**config.mk**
```make
export PLATFORM = sky130hd
export DESIGN_NAME = lcd_timing_gen
export DESIGN_NICKNAME = d
export VERILOG_FILES = /design/src/rtl/lcdt_pkg.sv /design/src/rtl/lcdt_regs.sv /design/src/rtl/lcdt_hgen.sv /design/src/rtl/lcdt_vseq.sv /design/src/rtl/lcd_timing_gen.sv
export SDC_FILE = /design/constraint.sdc
export NUM_CORES = 1
export LEC_CHECK = 0
export ABC_CLOCK_PERIOD_IN_PS = 5300
export BUFFER_PORTS_ARGS = -buffer_cell sky130_fd_sc_hd__buf_4
export CORE_UTILIZATION = 61
export DETAILED_ROUTE_END_ITERATION = 12
export GPL_ROUTABILITY_DRIVEN = 0
export PLACE_DENSITY = 0.92
export SYNTH_ARGS = -nofsm -noshare
export SYNTH_HDL_FRONTEND = slang
export SYNTH_HIERARCHICAL = 1
export SYNTH_SLANG_ARGS = --single-unit
```
**constraint.sdc**
```tcl
create_clock -name clk -period 5.3 [get_ports clk]
set_clock_uncertainty 0.15 [all_clocks]
set_input_delay 0.795 -clock clk [delete_from_list [all_inputs] [get_ports clk]]
set_output_delay 0.795 -clock clk [all_outputs]
set_load 0.01 [all_outputs]
```
**src/rtl/lcdt_pkg.sv**
```systemverilog
package lcdt_pkg;

    parameter int HT_W  = 7;          // line length field, units of 8 pixel clocks
    parameter int VT_W  = 10;         // frame length field, lines
    parameter int HS_W  = 10;         // horizontal offset field
    parameter int VS_W  = 10;         // vertical offset field
    parameter int LS_W  = 10;         // line pulse start field
    parameter int LW_W  = 7;          // line pulse width field
    parameter int REG_W = 32;         // register write width
    parameter int HC_W  = HT_W + 3;   // pixel counter width

    typedef enum logic [2:0] {
        SEL_IRQEN  = 3'd0,
        SEL_STAT   = 3'd1,
        SEL_HTIME  = 3'd2,
        SEL_VTIME  = 3'd3,
        SEL_HSTART = 3'd4,
        SEL_VSTART = 3'd5,
        SEL_LPULSE = 3'd6,
        SEL_NONE   = 3'd7
    } reg_sel_e;

    typedef enum logic [1:0] {
        VP_IDLE  = 2'd0,
        VP_LEAD  = 2'd1,
        VP_DISP  = 2'd2,
        VP_TRAIL = 2'd3
    } vphase_e;

    typedef struct packed {
        logic [HT_W-1:0] h_tot;
        logic [HT_W-1:0] h_disp;
        logic [VT_W-1:0] v_tot;
        logic [VT_W-1:0] v_disp;
        logic [HS_W-1:0] h_start;
        logic [VS_W-1:0] v_start;
        logic [LS_W-1:0] lp_start;
        logic [LW_W-1:0] lp_width;
        logic            lp_pol;
        logic            irq_en;
        logic [1:0]      pwr;
    } tcfg_t;

    localparam logic [1:0] PWR_RUN = 2'b11;

endpackage

```
**src/rtl/lcdt_regs.sv**
```systemverilog
module lcdt_regs
    import lcdt_pkg::*;
(
    input  logic             clk,
    input  logic             rst_n,
    input  logic             wr_en,
    input  logic [2:0]       wr_sel,
    input  logic [REG_W-1:0] wr_data,
    input  logic             frame_evt,
    output tcfg_t            cfg,
    output logic             frame_flag
);

    localparam int HTOT_LSB = 16;
    localparam int VTOT_LSB = 16;
    localparam int LPS_LSB  = 16;
    localparam int POL_BIT  = 7;
    localparam int CLR_BIT  = 31;

    reg_sel_e sel;
    logic     clr_req;

    assign sel     = reg_sel_e'(wr_sel);
    assign clr_req = wr_en && (sel == SEL_STAT) && wr_data[CLR_BIT];

    always_ff @(posedge clk or negedge rst_n) begin
        if (!rst_n) begin
            cfg <= '0;
        end else if (wr_en) begin
            case (sel)
                SEL_IRQEN:  cfg.irq_en <= wr_data[0];
                SEL_STAT:   cfg.pwr    <= wr_data[1:0];
                SEL_HTIME: begin
                    cfg.h_tot  <= wr_data[HTOT_LSB +: HT_W];
                    cfg.h_disp <= wr_data[HT_W-1:0];
                end
                SEL_VTIME: begin
                    cfg.v_tot  <= wr_data[VTOT_LSB +: VT_W];
                    cfg.v_disp <= wr_data[VT_W-1:0];
                end
                SEL_HSTART: cfg.h_start <= wr_data[HS_W-1:0];
                SEL_VSTART: cfg.v_start <= wr_data[VS_W-1:0];
                SEL_LPULSE: begin
                    cfg.lp_start <= wr_data[LPS_LSB +: LS_W];
                    cfg.lp_pol   <= wr_data[POL_BIT];
                    cfg.lp_width <= wr_data[LW_W-1:0];
                end
                default: ;
            endcase
        end
    end

    // sticky end-of-frame flag: a set beats a simultaneous clear
    always_ff @(posedge clk or negedge rst_n) begin
        if (!rst_n)         frame_flag <= 1'b0;
        else if (frame_evt) frame_flag <= 1'b1;
        else if (clr_req)   frame_flag <= 1'b0;
    end

endmodule

```
**src/rtl/lcdt_hgen.sv**
```systemverilog
module lcdt_hgen
    import lcdt_pkg::*;
#(
    parameter int HTW = HT_W,
    parameter int HSW = HS_W,
    parameter int LSW = LS_W,
    parameter int LWW = LW_W
) (
    input  logic             clk,
    input  logic             rst_n,
    input  logic             clr,
    input  logic             ce,
    input  logic [HTW-1:0]   h_tot,
    input  logic [HTW-1:0]   h_disp,
    input  logic [HSW-1:0]   h_start,
    input  logic [LSW-1:0]   lp_start,
    input  logic [LWW-1:0]   lp_width,
    output logic [HTW+2:0]   h_q,
    output logic             line_end,
    output logic             h_win,
    output logic             lp_act
);

    localparam int HCW  = HTW + 3;
    localparam int MAXW = (HCW > HSW) ? ((HCW > LSW) ? HCW : LSW)
                                      : ((HSW > LSW) ? HSW : LSW);
    localparam int CW   = MAXW + 2;
    localparam logic [CW-1:0] ONE = CW'(1);

    logic [CW-1:0] h_ext, span_tot, span_disp, win_end, lp_end;
    logic          h_last;

    assign h_ext     = CW'(h_q);
    assign span_tot  = (CW'(h_tot)  + ONE) << 3;
    assign span_disp = (CW'(h_disp) + ONE) << 3;
    assign win_end   = CW'(h_start) + span_disp;
    assign lp_end    = CW'(lp_start) + CW'(lp_width) + ONE;

    assign h_last    = (h_ext == span_tot - ONE);
    assign line_end  = !clr && ce && h_last;
    assign h_win     = (h_ext >= CW'(h_start)) && (h_ext < win_end);
    assign lp_act    = (h_ext >= CW'(lp_start)) && (h_ext < lp_end);

    always_ff @(posedge clk or negedge rst_n) begin
        if (!rst_n)   h_q <= '0;
        else if (clr) h_q <= '0;
        else if (ce)  h_q <= h_last ? '0 : h_q + 1'b1;
    end

endmodule

```
**src/rtl/lcdt_vseq.sv**
```systemverilog
module lcdt_vseq
    import lcdt_pkg::*;
#(
    parameter int VTW = VT_W,
    parameter int VSW = VS_W
) (
    input  logic           clk,
    input  logic           rst_n,
    input  logic           pwr_on,
    input  logic           line_end,
    input  logic [VTW-1:0] v_tot,
    input  logic [VTW-1:0] v_disp,
    input  logic [VSW-1:0] v_start,
    output logic [VTW-1:0] v_q,
    output vphase_e        phase,
    output logic           clr,
    output logic           frame_evt
);

    localparam int CW = ((VTW > VSW) ? VTW : VSW) + 2;
    localparam logic [CW-1:0] ONE = CW'(1);

    vphase_e       nxt, start_ph;
    logic [CW-1:0] nv, disp_end;

    assign nv        = CW'(v_q) + ONE;
    assign disp_end  = CW'(v_start) + CW'(v_disp) + ONE;
    assign clr       = (phase == VP_IDLE) || !pwr_on;
    assign frame_evt = line_end && (v_q == v_tot);
    assign start_ph  = (v_start == '0) ? VP_DISP : VP_LEAD;

    always_comb begin
        nxt = phase;
        unique case (phase)
            VP_IDLE: begin
                if (pwr_on) nxt = start_ph;
            end
            VP_LEAD: begin
                if (!pwr_on)                               nxt = VP_IDLE;
                else if (frame_evt)                        nxt = start_ph;
                else if (line_end && nv == CW'(v_start))   nxt = VP_DISP;
            end
            VP_DISP: begin
                if (!pwr_on)                               nxt = VP_IDLE;
                else if (frame_evt)                        nxt = start_ph;
                else if (line_end && nv == disp_end)       nxt = VP_TRAIL;
            end
            VP_TRAIL: begin
                if (!pwr_on)                               nxt = VP_IDLE;
                else if (frame_evt)                        nxt = start_ph;
            end
        endcase
    end

    always_ff @(posedge clk or negedge rst_n) begin
        if (!rst_n) phase <= VP_IDLE;
        else        phase <= nxt;
    end

    always_ff @(posedge clk or negedge rst_n) begin
        if (!rst_n)        v_q <= '0;
        else if (clr)      v_q <= '0;
        else if (line_end) v_q <= frame_evt ? '0 : v_q + 1'b1;
    end

endmodule

```
**src/rtl/lcd_timing_gen.sv**
```systemverilog
module lcd_timing_gen
    import lcdt_pkg::*;
(
    input  logic             clk,
    input  logic             rst_n,
    input  logic             pix_ce,
    input  logic             wr_en,
    input  logic [2:0]       wr_sel,
    input  logic [REG_W-1:0] wr_data,
    output logic [HC_W-1:0]  hcount_o,
    output logic [VT_W-1:0]  vcount_o,
    output logic             de_o,
    output logic             lpulse_o,
    output logic             vnd_o,
    output logic             frame_flag_o,
    output logic             frame_irq_o
);

    tcfg_t   cfg;
    vphase_e phase;
    logic    pwr_on, clr, line_end, frame_evt, h_win, lp_act, run, frame_flag;

    assign pwr_on = (cfg.pwr == PWR_RUN);

    lcdt_regs regs_i (
        .clk        (clk),
        .rst_n      (rst_n),
        .wr_en      (wr_en),
        .wr_sel     (wr_sel),
        .wr_data    (wr_data),
        .frame_evt  (frame_evt),
        .cfg        (cfg),
        .frame_flag (frame_flag)
    );

    lcdt_hgen #(
        .HTW (HT_W),
        .HSW (HS_W),
        .LSW (LS_W),
        .LWW (LW_W)
    ) hgen_i (
        .clk      (clk),
        .rst_n    (rst_n),
        .clr      (clr),
        .ce       (pix_ce),
        .h_tot    (cfg.h_tot),
        .h_disp   (cfg.h_disp),
        .h_start  (cfg.h_start),
        .lp_start (cfg.lp_start),
        .lp_width (cfg.lp_width),
        .h_q      (hcount_o),
        .line_end (line_end),
        .h_win    (h_win),
        .lp_act   (lp_act)
    );

    lcdt_vseq #(
        .VTW (VT_W),
        .VSW (VS_W)
    ) vseq_i (
        .clk       (clk),
        .rst_n     (rst_n),
        .pwr_on    (pwr_on),
        .line_end  (line_end),
        .v_tot     (cfg.v_tot),
        .v_disp    (cfg.v_disp),
        .v_start   (cfg.v_start),
        .v_q       (vcount_o),
        .phase     (phase),
        .clr       (clr),
        .frame_evt (frame_evt)
    );

    // output decode from registered counters and phase
    always_comb begin
        run          = (phase != VP_IDLE);
        de_o         = run && (phase == VP_DISP) && h_win;
        lpulse_o     = cfg.lp_pol ? (run && lp_act) : !(run && lp_act);
        vnd_o        = (phase != VP_DISP);
        frame_flag_o = frame_flag;
        frame_irq_o  = frame_flag && cfg.irq_en;
    end

endmodule

```
# ---- Yosys cells after proc, flatten, opt, wreduce, memory -nomap -nowiden
# Index checks and enable logic that the tools add are counted.
dict set report totals {
  register_bits 98
  latchBits 0
  ram_bits 0
  romBits 0
  inputBits 39
  output_inout_bits 25
  wordCells 101
  n_memories 0
}
dict set report classes {
  n_addsub 11
  mul 0
  div 0
  order_cmp 4
  n_eq_ne 19
  n_shift 0
  mux 20
  bitwise 0
  reduce_logical 32
}
# operator n
set op_table {}
lappend op_table {{2-to-1 mux 10 bit} 6}
lappend op_table {{adder 12 x 1 -> 12 bit (second input constant)} 2}
lappend op_table {{less-than comparator 10 x 12 -> 1 bit} 2}
lappend op_table {{adder 10 x 1 -> 10 bit (second input constant)} 2}
lappend op_table {{>= comparator 10 bit} 2}
lappend op_table {{2-to-1 mux 2 bit} 10}
lappend op_table {{adder 7 x 1 -> 8 bit (second input constant)} 2}
lappend op_table {{AND reduction 2 bit} 7}
lappend op_table {{logical AND 1 bit} 13}
lappend op_table {{adder 10 x 12 -> 12 bit} 1}
lappend op_table {{== test 10 x 12 -> 1 bit} 1}
lappend op_table {{== test 12 x 10 -> 1 bit} 1}
lappend op_table {{== test 12 bit} 1}
lappend op_table {{subtractor 12 x 1 -> 12 bit (second input constant)} 1}
lappend op_table {{adder 10 x 1 -> 11 bit (second input constant)} 1}
lappend op_table {{adder 10 x 10 -> 11 bit} 1}
lappend op_table {{adder 10 x 7 -> 11 bit} 1}
lappend op_table {{== test 10 bit} 1}
lappend op_table {{zero test 10 bit} 1}
lappend op_table {{== test 3 bit (second input constant)} 3}
lappend op_table {{!= test 4 bit (second input constant)} 2}
lappend op_table {{one-hot mux 2 bit (4 select lines)} 1}
lappend op_table {{nonzero test 2 bit} 4}
lappend op_table {{== test 2 bit (second input constant)} 3}
lappend op_table {{12 further kinds} 17}

# ---- Logic depth before layout (Yosys ltp)
dict set report depth {
  depth_word 11
  depth_mapped 17
  depth_no_buf 17
}

# ---- Hierarchy
# Netlist, hierarchy kept.
# mod n_inst cells_per_inst area_per_inst_um2 seq_area_each_um2
set by_module_without_submodules {}
lappend by_module_without_submodules {lcdt_regs 1 168 2941.6 1901.8}
lappend by_module_without_submodules {lcdt_hgen 1 319 2556.2 250.2}
lappend by_module_without_submodules {lcdt_vseq 1 258 1985.7 300.3}
lappend by_module_without_submodules {lcd_timing_gen 1 7 43.8 0.0}

# ---- Least setup slack after synthesis
# No wires, ideal clock.
dict set report synth_timing {
  path_kind {reg-to-output}
  from {reg regs_i/cfg[11] (netlist name)}
  to {out lpulse_o}
  t_arrival_ps 3130
  required_ps 4355
  setup_slack_ps 1225
  path_stages_with_launch 18
  n_path_buf 0
  cell_sequence {dfrtp_1 > inv_1 > ha_1 > fa_1 > nor2b_1 > o21ai_0 > a21boi_0 > o21ai_0 > a21oi_1 > o21ai_0 > xnor2_1 > ha_1 > and4_1 > a221oi_1 > o21ai_0 > a32oi_1 > o21ai_2 > xor2_1}
}
dict set report synth_between {
  elab_chain_cells 7
  elab_cells_between_ends 8
  classes_between {add/sub: 2; order compare: 2; mux: 1; reduce/logical: 3}
}
# item line_no
set synth_rtl {}
lappend synth_rtl {{adder 10 x 7 -> 11 bit} lcdt_hgen.sv:37} ;# assign lp_end = CW'(lp_start) + CW'(lp_width) + ONE;
lappend synth_rtl {{adder 12 x 1 -> 12 bit} lcdt_hgen.sv:37}
lappend synth_rtl {{less-than comparator 10 x 12 -> 1 bit} lcdt_hgen.sv:42} ;# assign lp_act = (h_ext >= CW'(lp_start)) && (h_ext < lp_end);
lappend synth_rtl {{logical AND 1 bit (*)} lcdt_hgen.sv:42}
lappend synth_rtl {{named net lp_act} lcd_timing_gen.sv:21} ;# logic pwr_on, clr, line_end, frame_evt, h_win, lp_act, run, frame_flag;
lappend synth_rtl {{logical AND 1 bit (*)} lcd_timing_gen.sv:78} ;# lpulse_o = cfg.lp_pol ? (run && lp_act) : !(run && lp_act);
lappend synth_rtl {{zero test 1 bit} lcd_timing_gen.sv:78}
lappend synth_rtl {{2-to-1 mux 1 bit (*)} lcd_timing_gen.sv:78}
lappend synth_rtl {{end, declared} lcd_timing_gen.sv:13} ;# output logic lpulse_o,
# Mark *: on every way through the listed nets, which the timed path passes. The rest lies on a longest branch.

# ---- Worst setup path in the final report
dict set report layout_timing {
  from {reg regs_i/cfg[11] (netlist name)}
  to {out lpulse_o}
}
dict set report layout_between {
  elab_chain_cells 7
  elab_cells_between_ends 8
  classes_between {add/sub: 2; order compare: 2; mux: 1; reduce/logical: 3}
}
# item line_no
set layout_rtl {}
lappend layout_rtl {{adder 10 x 7 -> 11 bit} lcdt_hgen.sv:37}
lappend layout_rtl {{adder 12 x 1 -> 12 bit} lcdt_hgen.sv:37}
lappend layout_rtl {{less-than comparator 10 x 12 -> 1 bit} lcdt_hgen.sv:42}
lappend layout_rtl {{logical AND 1 bit (*)} lcdt_hgen.sv:42}
lappend layout_rtl {{named net lp_act} lcd_timing_gen.sv:21}
lappend layout_rtl {{logical AND 1 bit (*)} lcd_timing_gen.sv:78}
lappend layout_rtl {{zero test 1 bit} lcd_timing_gen.sv:78}
lappend layout_rtl {{2-to-1 mux 1 bit (*)} lcd_timing_gen.sv:78}
# Marks and branches as above.

==> results <==
- TritonCTS built the clock tree.
- The total number of vias is ~6000.
- The floorplan step set the die width to ~110 µm.
- The final worst-path cycle share is 94.98%.
- Net switching is between 30 and 40% of the power.
- Clock-pin slew was measured on the worst setup and hold paths at about 0.07 ns.
- TritonCTS created 9 clock buffers.
- Yosys mapped a number of flops with a built-in enable equal to 0.
- The net count after synthesis is 862.
- 64 I/O pins were placed.
- The height of the chip is 113.1 µm.
- The peak supply drop is 240.1 µV.
- Summed over its instances, the top area cell type makes up between 30% and 40% of the synthesized netlist area.
- The run finished with clean final reports.
- The area enclosed by the die boundary is around 0.013 mm².
- The routed design has roughly 18000 µm of wire.
- The placeable core region is between 0.01 and 0.015 mm².
- After technology mapping, the gate count stands at approximately 750.
- The effective utilization at floorplan is a little over three fifths.
- The clock drives 98 sinks.
- Sorting the synthesized cells by area gives the leading types as sky130_fd_sc_hd__dfrtp_1 33%, sky130_fd_sc_hd__ha_1 11%, sky130_fd_sc_hd__mux2_2 9.7%, sky130_fd_sc_hd__xnor2_1 5.8%, sky130_fd_sc_hd__xor2_1 3.5%.
- The total power consumption of the routed design is between 0.003 and 0.004 W.
- The first detailed-routing pass ran for 5 iterations.
- The count of H-tree levels built during CTS is 3.
- The final max-slew violation count is 0.
- Data arrives at the worst endpoint at slightly above 4 ns.
- Subtracting the final worst setup slack from the clock period gives 5.034 ns.
- The most used flip-flop cell after synthesis is sky130_fd_sc_hd__dfrtp_1.
- Before CTS, the worst setup slack after placement is around 0.7 ns.
- The share of power burned in combinational logic is a little over two fifths.
- Summing all placed instances gives a cell area of roughly 0.0080 mm².
- In the post-synthesis netlist, the cell with the most instances is sky130_fd_sc_hd__dfrtp_1.
- The area of the mapped netlist is roughly 0.0075 mm².
- The tool flagged a number of max-cap violations equal to 0.
- The worst setup path is launched from a register.
- The total of warnings raised by yosys is 6.
- Yosys mapped the design onto 79 distinct sky130hd cell types.
- After synthesis, the most frequently instantiated cells are 98 x sky130_fd_sc_hd__dfrtp_1, 68 x sky130_fd_sc_hd__ha_1, 65 x sky130_fd_sc_hd__mux2_2, 50 x sky130_fd_sc_hd__xnor2_1, 44 x sky130_fd_sc_hd__inv_1.
- Timing would allow up to slightly below 200 MHz.
- By startpoint and endpoint, the worst setup path is classified as register to output pin.
- The capturing element type of the critical path is an output pin.
- The count of buffers added on input and output ports is 52.
- The fraction of layout cells with a size suffix above 1 is between 20% and 30%.
- The met3 demand-to-capacity share in global routing is around 4.6%.
- The number of hold-repair buffers added at the cts stage is 0.
- The detailed-route vias per instance is between 6 and 7.
- The clock passes through at most 2 buffers.
- Summed over all instances, the cell type with the most area after synthesis is sky130_fd_sc_hd__dfrtp_1.
- Detailed placement finished with a half-perimeter wire length of roughly 13000 µm.
- The internal power of the cells totals about 0.0020 W.
- The count of standard-cell rows is 40.
- For this run, asynchronously set or reset flops after synthesis account for 100.0%.
- The register bit total from synthesis is ~100.
- The cell sitting at the root of the clock tree is a sky130_fd_sc_hd__clkbuf_16.
- The critical-path maximum fanout is 3.
- After detailed routing, the number of remaining DRC violations is 0.
- Setup repair after global routing left no endpoint under its margin.
- On the final layout, the worst hold slack is 0.2684 ns.
- The pin count of the biggest net entering global routing is 57.
- For this design the static power due to leakage is roughly 3.8 nW.
- The repair_antennas step left the layout with diodes totalling 0.
- For the worst-skew pair, the clock arrives at the later sink with an insertion delay of 0.36 ns.
- The fraction of power consumed by sequential logic is 32.9%.
- The endpoint required time on the critical path is approximately 4.4 ns.
- After routing the design area is 0.008314 mm².
- The number of post-CTS setup repair buffers is 0.
- The clock network accounts for between 20% and 30% of the total power.
- The measured slew at the worst slew-check pin is 1.207 ns.
- The overall overflow remaining after global route is 0.
- The number of failing hold endpoints at the final stage was 0.
- The startpoint identified for the worst register-to-register timing path is regs_i/cfg[68].
- Once routing completed, OpenROAD measured the worst setup slack at 0.2660 ns.
- The final-stage net count is 901.
- Across every metal layer, demand over resource in global routing totals ~29%.
- Setup violations remaining at the end of the flow were counted as 0.
- The average wire per standard cell is 19.04 µm.
- The fraction of met1 tracks used by global routing is 39.35%.
- The synthesis-to-finish area growth is 10.46%.
- The busiest metal layer after global routing is met2.
- The number of global-route vias before repair came to 5744.
- The quantity of gates resized following cts is 0.
- The initial antenna violation count is 0.
- For met2 alone, demand over resource in global routing was 47.89%.
- The start point of the critical path is regs_i/cfg[11].
- The number of antenna-violating nets in the routed design is 0.
- The part of the Yosys area used for sequential elements is roughly 33%.
- For this design the ratio of total power to cell area is 375.5 mW/mm².
- The final-layout setup total negative slack is 0 ns.
- The relative slew slack is 19.10%.
- The first global-routing pass estimated about 29000 µm of wire.
- In this run, the number of DRC markers left after iteration 0 of detailed routing was approximately 350.
- The type of the worst min-delay path is input port to asynchronous set/reset pin.
- The average cell area after synthesis is approximately 10 µm².
- The analysis attributes to net switching a power of 0.001172 W.
==> per-layer routing <==
layer  part of all wire (%)  wire length [µm]
met4                    2.0               362
met5                      0                 0
met3                    5.9              1061
met2                     48              8638
met1                     44              7889
==> kinds of logic (layout without fill, tap and decap cells) <==
family / Yosys count / in the layout / synth area share (%)
AOI/OAI and AO/OA: 143 / 143 / 13.36
xor gates and xnor gates: 80 / 80 / 9.308
adders and majority gates: 71 / 71 / 12.10
buffers and inverters: 72 / 116 / 4.305
DFF: 98 / 98 / 32.58
muxes: 78 / 78 / 12.12
and+or+nand+nor: 210 / 210 / 16.22
==> through the flow <==
stage                     util [%]  std cells
after global placement       66.38        927
after floorplan                  -        752
after detailed placement     66.38        927
final                        69.22        943
after CTS                    69.19        943
after global routing         69.22        943
==> power by group through the flow <==
stage          registers (W)  clock network (W)  logic, W
2_1_floorplan       0.000979                  0   0.00107
3_3_place_gp         0.00103                  0   0.00125
3_5_place_dp         0.00104                  0   0.00131
4_1_cts              0.00102           0.000739   0.00134
5_1_grt              0.00105           0.000771   0.00150
6_report             0.00103           0.000736   0.00136
==> critical path: stages, from the launching register on <==
cell	delay, ns
sky130_fd_sc_hd__dfrtp_1	0.38
sky130_fd_sc_hd__inv_1	0.06
sky130_fd_sc_hd__ha_1	0.23
sky130_fd_sc_hd__fa_1	0.41
sky130_fd_sc_hd__nor2b_1	0.15
sky130_fd_sc_hd__o21ai_0	0.13
sky130_fd_sc_hd__a21boi_0	0.18
sky130_fd_sc_hd__o21ai_0	0.14
sky130_fd_sc_hd__a21oi_2	0.21
sky130_fd_sc_hd__o21ai_0	0.12
sky130_fd_sc_hd__xnor2_1	0.14
sky130_fd_sc_hd__ha_1	0.29
sky130_fd_sc_hd__and4_1	0.21
sky130_fd_sc_hd__a221oi_1	0.26
sky130_fd_sc_hd__o21ai_0	0.14
sky130_fd_sc_hd__a32oi_1	0.22
sky130_fd_sc_hd__o21ai_2	0.12
sky130_fd_sc_hd__xor2_1	0.18
sky130_fd_sc_hd__buf_4	0.15
==> layout by cell type (no fill, tap or decap), types with 6 or more instances in the layout <==
cell type,count
sky130_fd_sc_hd__a211oi_1,6
sky130_fd_sc_hd__a21o_1,14
sky130_fd_sc_hd__a21oi_1,22
sky130_fd_sc_hd__and3_1,9
sky130_fd_sc_hd__buf_4,56
sky130_fd_sc_hd__clkbuf_16,9
sky130_fd_sc_hd__dfrtp_1,98
sky130_fd_sc_hd__ha_1,68
sky130_fd_sc_hd__inv_1,44
sky130_fd_sc_hd__mux2_2,65
sky130_fd_sc_hd__mux2_4,10
sky130_fd_sc_hd__nand2_1,34
sky130_fd_sc_hd__nand2b_1,10
sky130_fd_sc_hd__nand3_1,30
sky130_fd_sc_hd__nand4_1,12
sky130_fd_sc_hd__nor2_1,41
sky130_fd_sc_hd__nor2b_1,10
sky130_fd_sc_hd__nor3_1,13
sky130_fd_sc_hd__nor4_1,6
sky130_fd_sc_hd__nor4_2,6
sky130_fd_sc_hd__o211ai_1,9
sky130_fd_sc_hd__o21a_1,8
sky130_fd_sc_hd__o21ai_0,34
sky130_fd_sc_hd__xnor2_1,50
sky130_fd_sc_hd__xor2_1,30
==> worst paths after layout <==
path,end,slack (ns),cells past startpoint
max,lpulse_o,0.27,18
min,hgen_i/h_q[8],0.27,1
max reg2reg,vseq_i/phase[1],1.22,16
min reg2reg,regs_i/cfg[33],0.36,1
max in group asynchronous,regs_i/cfg[30],3.62,2
min in group clk,regs_i/cfg[33],0.36,1
==> final cells by class <==
class	count	area [µm²]
clock inverters	5	85.08
fillers	890	3697
well taps	147	183.9
multi-input cells	582	4755
flip-flops and latches	98	2452
inverters	44	165.2
clock buffers	11	252.7
repair buffers	56	420.4
==> registers in the layout, indices dropped and copies added, names as in the netlist <==
name	cells
vseq_i/v_q	10
hgen_i/h_q	10
vseq_i/phase	2
regs_i/cfg	75
regs_i/frame_flag	1
No activity file was read; power rests on OpenSTA's default activity.
